`src/rtl/gpio_db_pkg.sv`:
```
`timescale 1ns/1ps
package gpio_db_pkg;
  localparam int BUS_W  = 32;
  localparam int WADR_W = 4;

  // slot of a register inside one bank (word address bits 2:0);
  // bit 3 of the word address selects the bank (0 open, 1 protected)
  typedef enum logic [2:0] {
    SL_OUT  = 3'd0,
    SL_DIR  = 3'd1,
    SL_IN   = 3'd2,
    SL_POL  = 3'd3,
    SL_FLAG = 3'd4,
    SL_MASK = 3'd5,
    SL_MIR  = 3'd6,
    SL_AUX  = 3'd7   // bank 0: auxiliary enable word, bank 1: ownership
  } slot_e;

  function automatic logic [BUS_W-1:0] swap_bytes(input logic [BUS_W-1:0] v);
    logic [BUS_W-1:0] r;
    for (int k = 0; k < BUS_W/8; k++)
      r[8*(BUS_W/8-1-k) +: 8] = v[8*k +: 8];
    return r;
  endfunction
endpackage

```
`src/rtl/gpio_sync.sv`:
```
`timescale 1ns/1ps
module gpio_sync #(
  parameter int W      = 32,
  parameter int STAGES = 2
) (
  input  logic         clk,
  input  logic [W-1:0] d,
  output logic [W-1:0] q
);
  // no reset: the chain simply fills with the pad level
  logic [STAGES-1:0][W-1:0] stg;

  always_ff @(posedge clk)
    stg <= {stg[STAGES-2:0], d};

  assign q = stg[STAGES-1];
endmodule

```
`src/rtl/gpio_bank.sv`:
```
`timescale 1ns/1ps
module gpio_bank #(
  parameter int N = 32
) (
  input  logic         clk,
  input  logic         rst,
  input  logic [N-1:0] owned,
  input  logic [N-1:0] lvl,
  input  logic [N-1:0] wdata,
  input  logic         we_out,
  input  logic         we_dir,
  input  logic         we_pol,
  input  logic         we_flag,
  input  logic         we_mask,
  output logic [N-1:0] out_q,
  output logic [N-1:0] dir_q,
  output logic [N-1:0] pol_q,
  output logic [N-1:0] flag_q,
  output logic [N-1:0] mask_q,
  output logic         irq_q
);
  logic [N-1:0] hit;
  logic [N-1:0] clr;

  function automatic logic [N-1:0] merge(input logic [N-1:0] old_v,
                                         input logic [N-1:0] new_v,
                                         input logic [N-1:0] own_v);
    return (old_v & ~own_v) | (new_v & own_v);
  endfunction

  assign hit = ~(lvl ^ pol_q) & owned;
  assign clr = we_flag ? (wdata & owned) : '0;

  always_ff @(posedge clk) begin
    if (rst) begin
      out_q  <= '0;
      dir_q  <= '0;
      pol_q  <= '0;
      flag_q <= '0;
      mask_q <= '0;
      irq_q  <= 1'b0;
    end else begin
      if (we_out)  out_q  <= merge(out_q,  wdata, owned);
      if (we_dir)  dir_q  <= merge(dir_q,  wdata, owned);
      if (we_pol)  pol_q  <= merge(pol_q,  wdata, owned);
      if (we_mask) mask_q <= merge(mask_q, wdata, owned);
      flag_q <= (flag_q | hit) & ~clr;
      irq_q  <= |(flag_q & mask_q & owned);
    end
  end

  AST_UNOWNED_OUT_HOLD: assert property (@(posedge clk) disable iff (rst)
    1'b1 |=> (((out_q ^ $past(out_q)) & ~$past(owned)) == '0));

  AST_UNOWNED_MASK_HOLD: assert property (@(posedge clk) disable iff (rst)
    1'b1 |=> (((mask_q ^ $past(mask_q)) & ~$past(owned)) == '0));

  AST_FLAG_SET_ONLY_ON_MATCH: assert property (@(posedge clk) disable iff (rst)
    1'b1 |=> ((flag_q & ~$past(flag_q) & ~$past(hit)) == '0));

  AST_FLAG_CLEARED: assert property (@(posedge clk) disable iff (rst)
    we_flag |=> ((flag_q & $past(wdata & owned)) == '0));

  AST_IRQ_NEEDS_MASK: assert property (@(posedge clk) disable iff (rst)
    irq_q |-> ($past(mask_q & owned) != '0));
endmodule

```
`src/rtl/gpio_dual_bank.sv`:
```
`timescale 1ns/1ps
module gpio_dual_bank
  import gpio_db_pkg::*;
#(
  parameter int N_LINES     = 32,
  parameter int SYNC_STAGES = 2
) (
  input  logic               clk,
  input  logic               rst,
  input  logic               permit,
  input  logic               wr_en,
  input  logic               rd_en,
  input  logic [WADR_W-1:0]  addr,
  input  logic [BUS_W-1:0]   wdata,
  output logic [BUS_W-1:0]   rdata,
  input  logic [N_LINES-1:0] gpio_in,
  output logic [N_LINES-1:0] gpio_out,
  output logic [N_LINES-1:0] gpio_oe,
  output logic               irq_open,
  output logic               irq_prot
);
  localparam int NBANK = 2;

  slot_e                          slot;
  logic                           bsel;
  logic [BUS_W-1:0]               wd_sw;
  logic [N_LINES-1:0]             wd;
  logic [N_LINES-1:0]             lvl;
  logic [N_LINES-1:0]             own_q;
  logic [N_LINES-1:0]             aux_q;
  logic [NBANK-1:0][N_LINES-1:0]  owned_v;
  logic [NBANK-1:0][N_LINES-1:0]  b_out, b_dir, b_pol, b_flag, b_mask;
  logic [NBANK-1:0]               b_irq;
  logic [NBANK-1:0]               bank_ok;
  logic                           rd_ok;
  logic [N_LINES-1:0]             rd_word;
  logic [BUS_W-1:0]               rd_ext;

  assign slot  = slot_e'(addr[2:0]);
  assign bsel  = addr[3];
  assign wd_sw = swap_bytes(wdata);
  assign wd    = wd_sw[N_LINES-1:0];

  gpio_sync #(.W(N_LINES), .STAGES(SYNC_STAGES)) u_sync (
    .clk (clk),
    .d   (gpio_in),
    .q   (lvl)
  );

  assign owned_v[0] = own_q;
  assign owned_v[1] = ~own_q;
  assign bank_ok[0] = 1'b1;
  assign bank_ok[1] = permit;

  for (genvar b = 0; b < NBANK; b++) begin : g_bank
    logic hit_b;
    assign hit_b = wr_en && (bsel == b[0]) && bank_ok[b];

    gpio_bank #(.N(N_LINES)) u_bank (
      .clk     (clk),
      .rst     (rst),
      .owned   (owned_v[b]),
      .lvl     (lvl),
      .wdata   (wd),
      .we_out  (hit_b && slot == SL_OUT),
      .we_dir  (hit_b && slot == SL_DIR),
      .we_pol  (hit_b && slot == SL_POL),
      .we_flag (hit_b && slot == SL_FLAG),
      .we_mask (hit_b && slot == SL_MASK),
      .out_q   (b_out[b]),
      .dir_q   (b_dir[b]),
      .pol_q   (b_pol[b]),
      .flag_q  (b_flag[b]),
      .mask_q  (b_mask[b]),
      .irq_q   (b_irq[b])
    );
  end

  // auxiliary enable word and ownership share slot 7, both gated by permit
  always_ff @(posedge clk) begin
    if (rst) begin
      own_q <= '0;
      aux_q <= '0;
    end else if (wr_en && permit && slot == SL_AUX) begin
      if (bsel) own_q <= wd;
      else      aux_q <= wd;
    end
  end

  assign rd_ok = permit || (!bsel && slot != SL_AUX);

  always_comb begin
    case (slot)
      SL_OUT:  rd_word = b_out[bsel];
      SL_DIR:  rd_word = b_dir[bsel];
      SL_IN:   rd_word = lvl & owned_v[bsel];
      SL_POL:  rd_word = b_pol[bsel];
      SL_FLAG: rd_word = b_flag[bsel];
      SL_MASK: rd_word = b_mask[bsel];
      SL_MIR:  rd_word = lvl;
      SL_AUX:  rd_word = bsel ? own_q : aux_q;
      default: rd_word = '0;
    endcase
    rd_ext = '0;
    if (rd_ok) rd_ext[N_LINES-1:0] = rd_word;
  end

  always_ff @(posedge clk) begin
    if (rst) begin
      rdata    <= '0;
      gpio_out <= '0;
      gpio_oe  <= '0;
    end else begin
      if (rd_en) rdata <= swap_bytes(rd_ext);
      gpio_out <= (b_out[0] & own_q) | (b_out[1] & ~own_q);
      gpio_oe  <= (b_dir[0] & own_q) | (b_dir[1] & ~own_q);
    end
  end

  assign irq_open = b_irq[0];
  assign irq_prot = b_irq[1];

  AST_OWNER_LOCKED: assert property (@(posedge clk) disable iff (rst)
    (wr_en && !permit && addr == 4'hF) |=> $stable(own_q));

  AST_LOCKED_READ_ZERO: assert property (@(posedge clk) disable iff (rst)
    (rd_en && !permit && addr >= 4'h7) |=> (rdata == '0));

  AST_RDATA_HOLD: assert property (@(posedge clk) disable iff (rst)
    !rd_en |=> $stable(rdata));

  AST_OE_FROM_OWNER: assert property (@(posedge clk) disable iff (rst)
    1'b1 |=> ((gpio_oe & ~$past(b_dir[0] | b_dir[1])) == '0));
endmodule

```
`config.mk`:
```
export PLATFORM = sky130hd
export DESIGN_NAME = gpio_dual_bank
export DESIGN_NICKNAME = d
export VERILOG_FILES = /design/src/rtl/gpio_db_pkg.sv /design/src/rtl/gpio_sync.sv /design/src/rtl/gpio_bank.sv /design/src/rtl/gpio_dual_bank.sv
export SDC_FILE = /design/constraint.sdc
export NUM_CORES = 1
export LEC_CHECK = 0
export BUFFER_PORTS_ARGS = -buffer_cell sky130_fd_sc_hd__buf_2
export CAP_MARGIN = 0
export CORE_UTILIZATION = 51
export DETAILED_ROUTE_END_ITERATION = 6
export PLACE_DENSITY = 0.81
export SETUP_SLACK_MARGIN = 0.5
export SYNTH_ARGS = -nofsm -noshare
export SYNTH_HDL_FRONTEND = slang
export SYNTH_SLANG_ARGS = --single-unit
```
`constraint.sdc`:
```
create_clock -name clk -period 3.5 [get_ports clk]
set_input_delay 0.525 -clock clk [delete_from_list [all_inputs] [get_ports clk]]
set_output_delay 0.525 -clock clk [all_outputs]
set_load 0.01 [all_outputs]
```
After elaboration in Yosys (flattened, before gate mapping)
Index checks and enable logic that the tools add are counted.
Widths: inputs -> output; s select.
{"block": "totals", "wordCells": 112, "inputBits": 73, "reg_bits": 546}
{"block": "op_classes", "eq_ne": 8, "muxes": 17, "bitwise": 44, "n_reduce_logical": 23, "magnitude_cmp": 1}
{"operator": "$and 32x32->32", "n": 23}
{"operator": "$mux 32", "n": 16}
{"operator": "$or 32x32->32", "n": 12}
{"operator": "$pmux 32 s8", "n": 1}
{"operator": "$not 32->32", "n": 6}
{"operator": "$reduce_or 32->1", "n": 2}
{"operator": "$xor 32x32->32", "n": 2}
{"operator": "$logic_and 1x1->1", "n": 16}
{"operator": "$eq 3x3->1 const B", "n": 4}
{"operator": "$eq 3x2->1 const B", "n": 2}
{"operator": "$reduce_and 2->1", "n": 2}
{"operator": "$eq 3x1->1 const B", "n": 1}
{"operator": "$logic_not 3->1", "n": 1}
{"operator": "$ne 3x3->1 const B", "n": 1}
{"operator": "$lt 1x2->1 const B", "n": 1}
{"operator": "$logic_not 1->1", "n": 1}
{"operator": "$logic_or 1x1->1", "n": 1}
{"operator": "$not 1->1", "n": 1}

Depth between registers and ports, before layout
{"block": "logic_depth", "ltp_word": 6, "ltp_mapped": 9, "mapped_depth_nobuf": 5}

Modules after synthesis
Synthesis repeated with hierarchy kept, for this count alone.
{"block": "hier_totals", "hier_cells": 3000, "area_unflattened_um2": 24706.2}
{"mod": "gpio_bank", "seq_area_each_um2": 3223.1, "area_per_inst_um2": 6775.2, "n_inst": 2, "cells_per_inst": 893}
{"mod": "gpio_dual_bank", "seq_area_each_um2": 3203.1, "area_per_inst_um2": 9634.2, "n_inst": 1, "cells_per_inst": 1118}
{"mod": "gpio_sync", "seq_area_each_um2": 1281.2, "area_per_inst_um2": 1521.5, "n_inst": 1, "cells_per_inst": 96}

Worst setup path after synthesis
OpenSTA, ideal clock, no wires.
{"block": "synth_timing", "path_type": "input-to-reg", "startpoint": "input addr[3]", "endpoint": "register rdata[11]", "path_stages": 7, "slack_ns": 1.477, "arrival_ns": 1.906, "path_cell_list": "buf_6 -> buf_4 -> buf_2 -> mux2i_1 -> a21oi_1 -> or4_1 -> a22o_1"}
{"block": "synth_via", "elab_chain_len": 5, "word_cells_on_any_way": 19, "cone_classes": "mux: 15; bitwise: 1; reduce/logical: 3"}
{"element": "from (decl)", "line": "gpio_dual_bank.sv:13", "source": "input logic [WADR_W-1:0] addr,"}
{"element": "$mux 32 (not written as such) (2 in a row)", "line": "gpio_dual_bank.sv:96", "source": "SL_IN: rd_word = lvl & owned_v[bsel];"}
{"element": "$and 32x32->32", "line": "gpio_dual_bank.sv:96"}
{"element": "$pmux 32 s8", "line": "gpio_dual_bank.sv:93", "source": "case (slot)"}
{"element": "$mux 32 (*)", "line": "gpio_dual_bank.sv:105", "source": "if (rd_ok) rd_ext[N_LINES-1:0] = rd_word;"}
{"element": "to (signal assigned)", "line": "gpio_dual_bank.sv:114", "source": "if (rd_en) rdata <= swap_bytes(rd_ext);"}
{"element": "to (decl)", "line": "gpio_dual_bank.sv:15", "source": "output logic [BUS_W-1:0] rdata,"}
Mark *: on every way between the ends. The rest lies on a longest branch, timed or not. The select of a mux whose other input is x is not followed.
A chain may end at the register's enable or synchronous reset.

Worst setup path after layout
{"block": "layout_timing", "startpoint": "input addr[2]", "endpoint": "register aux_q[14]"}
{"block": "layout_via", "elab_chain_len": 3}
{"element": "$eq 3x3->1", "line": "gpio_dual_bank.sv:84", "source": "end else if (wr_en && permit && slot == SL_AUX) begin"}
{"element": "$logic_and 1x1->1", "line": "gpio_dual_bank.sv:84"}
{"element": "$reduce_and 2->1 (no line)"}
{"element": "to (signal assigned)", "line": "gpio_dual_bank.sv:86", "source": "else aux_q <= wd;"}
{"element": "to (decl)", "line": "gpio_dual_bank.sv:30", "source": "logic [N_LINES-1:0] aux_q;"}
Every way passes these cells.

==> metrics list <==
- Final hold violations: 0
- Average footprint of a synthesized cell: slightly below 9 sq um
- For the finished layout, the period the worst path requires is 2.29 ns.
- Fill cells: between 3k and 4k
- Biggest area contributors in the synthesized netlist: dfxtp_1 45%, mux2i_1 18%, nor2_1 6.7%
* Inserted Clock Buffers: between 50 and 60
* Die W: 221 um
- The floorplan step defined a die boundary enclosing 48,700 sq um.
- At the placement stage, the worst setup path has a slack of approximately 0.8 ns.
- STA puts the critical path data required time at 4.03 ns.
* Library cell with the largest summed area after synthesis: dfxtp_1
- Result of the run: complete, but fails checks
- The tool flagged a number of max-cap violations equal to 0.
- In the post-route analysis, the smallest setup slack over all paths is 1.21 ns.
- Layout overhead on the synthesized area: 12.3%
- For the final routed database, the setup TNS stands at 0 ns.
- TritonCTS built the clock tree.
- Global routing usage summed across all routing layers: 29.0%
- Class of the worst hold path: in2reg
- Post-synthesis cell count: 2,813
* Pin slew with the least headroom to its limit: between 1 and 1.5 ns
- The region available for standard cell placement spans 46,900 sq um.
- Vert. Die Dim: 221 um
* Worst-path cell with the longest stage delay: buf_4
- The signal on the critical path passes through buf_2, buf_4, and3_1, and3_1, buf_4, nand2_1, a21oi_1.
- For the worst-skew pair, the clock arrives at the later sink with an insertion delay of 0.62 ns.
- VDD sags by at most 0.000431 V.
* Num rows: between 70 and 80
- Clock sink total: 546
- The largest single stage delay on the critical path is 0.60 ns.
* Count of port buffers added during placement: 170
- Grt ovf: 0
- Final hold slack: about 0.0093 ns
- Setup repair after global routing left no endpoint under its margin.
- Based on the critical path, the design can be clocked at up to 436 MHz.
- After synthesis, the largest area contributor takes up 44.8% of total cell area.
- Via count of the routed design: 21.1k
- For this run, the register share of the synthesized area comes to 44.8%.
- Unique cell type count in the Yosys netlist: 44
- Routed length per placed instance: 20.6 um
- I/O pins: 171
* Worst slew margin: 28.2%
- First DRT Iteration DRCs: 2,590
- Violated checks: DRC
- For this design the static power due to leakage is 11.7 nW.
- Post-route clock period utilization: 65.5%
- Weighted congestion reported at the end of routability-driven placement: 0.870
- Top fanout value on the critical path: 43
* Post-route cell area: 27,400 sq um
- CTS built an H-tree with a depth of 2.
- Post-synthesis sequential element count: 546
- Of the cells placed in the final design, the portion with a size suffix greater than 1 is between 10% and 20%.
- For this design, the CTS-stage hold fixing added 26 buffers.
- The number of global-route vias before repair was a little over 20k.
- Post-synthesis net count: 2,886
- Total area of sequential cells: approximately 11,000 sq um
* Final setup violation count: 0
- Count of instances resized after the clock tree is built: 0
* Clk_skew: 0.0135 ns
- Antenna violations before repair: 4
* Initial cell density of the core: 52.1%
- Cell Area, Placed: 25,300 sq um
- The clock passes through at most 3 buffers.
- WS Path Type: in2reg
- Wire length of the first global-routing pass: 111,000 um
- Entering global routing, the biggest net connects between 200 and 250 pins.
- TritonRoute pass-1 iters: 7
* DRC viols: 22
- Utilization of the core after routing: 58.5%
* Via-to-Cell Ratio: approximately 6.0
- The worst setup path is launched from a primary input.
- Critical Path AT: 2.82 ns
- Clock-pin slew was measured on the worst setup and hold paths at 0.06 ns.
* Multi-input gate area in the final layout: 12,200 sq um
* Wire length reported by the detailed router: 72,100 um
- The root buffer cell chosen for the clock tree is clkbuf_16.
* Total Nets Final: between 2k and 3k
* Yosys synthesis warning count: 0
* Total power density per cell area: 481 nW/um^2
- The synthesized netlist occupies a cell area of 24,400 sq um.
* Kind of capture point of the worst setup path: register
- Summed over all nets, the half-perimeter wirelength after detailed placement is 43,900 um.
* Number of max-slew violations in the final report: 0
- Reg-to-reg slack, setup: about 1.2 ns
- Number of setup buffers added after CTS: 0
- The detail route stage leaves a number of antenna-violating nets equal to 0.
-- report_power, final --
group          switching (mW)  leakage [nW]  internal [mW]
Sequential             0.0989          4.44           6.32
Clock                    2.47         0.887           3.50
Combinational           0.512          6.39          0.271
-- synthesized netlist by cell type, drive strengths merged --
library cell / n
nand2b: 1
and3: 7
o32ai: 29
a22o: 20
xnor2: 35
or3b: 1
nand2: 355
nand4: 4
a31oi: 7
a21oi: 213
o31ai: 12
buf: 92
and2: 1
clkbuf: 171
and3b: 3
xor2: 61
or3: 1
nor3b: 3
a211oi: 12
nor2: 442
nand3: 43
o211a: 20
o21ai: 72
a41oi: 1
a311oi: 32
o22ai: 64
nor2b: 15
nand4b: 2
nor4: 3
or4: 20
or2: 2
nand3b: 20
inv: 32
mux2i: 427
dfxtp: 546
nor3: 19
o211ai: 25
-- logic make-up after synthesis --
logic type,count (synthesis),synth area share [%]
simple gates,942,16.0
mux,427,17.5
flops,546,44.8
xor+xnor,96,3.45
compound gates,507,12.9
buf+inv,295,5.28
-- cell usage in the layout, fill, tap and decap left out, types with 7 or more instances in the layout --
cell	n
o32ai_1	29
nand3_1	42
nand3b_1	19
o21ai_0	71
nor3_1	18
xnor2_1	35
nor2_1	436
and3_1	7
o31ai_1	12
clkbuf_16	57
clkbuf_1	15
o211a_1	20
o211ai_1	25
dfxtp_1	546
clkbuf_8	12
xor2_1	61
dlygate4sd3_1	26
a311oi_1	32
buf_4	43
mux2i_1	427
buf_2	168
nor2b_1	14
a211oi_1	12
a22o_1	20
o22ai_1	64
a31oi_1	7
nand2_1	355
inv_1	32
or4_1	20
a21oi_1	213
-- final cells by class --
type	count	share of cell area, %
inverters	32	0.438
well taps	607	2.77
clock buffers	84	6.01
flip-flops and latches	546	39.9
clock inverters	11	0.575
multi-input cells	1972	44.6
diodes	3	0.0274
repair buffers	245	5.74
-- metal layers --
layer	track usage, %	up-vias	wire length (um)
met5	0	-	10
met2	45.0	1102	32100
met1	37.4	10100	28800
met4	16.3	2	3750
met3	5.99	247	7350
li1	-	9713	-
-- critical path, delay by kind of cell --
family                 cells  cell delay, ns
AOI/OAI and AO/OA          1            0.16
buffers and inverters      3            1.48
and+or+nand+nor            3            0.62
-- through the flow --
step | std cells | power, mW
2_1_floorplan | 2813 | 7.03
3_3_place_gp | 3376 | 7.26
3_5_place_dp | 3376 | 7.29
4_1_cts | 3497 | 13.2
5_1_grt | 3497 | 13.5
6_report | 3500 | 13.2
-- path summary, 6_finish.rpt --
kind / endpoint / cells past startpoint / from
max reg2reg: g_bank[1].u_bank.irq_q$_SDFF_PP0_ / 6 / own_q[24]$_SDFFE_PP0P_
min reg2reg: u_sync.q[20]$_DFF_P_ / 0 / u_sync.stg[20]$_DFF_P_
min: u_sync.stg[10]$_DFF_P_ / 1 / gpio_in[10]
max: aux_q[14]$_SDFFE_PP0P_ / 7 / addr[2]
No activity file was read; power rests on OpenSTA's default activity.
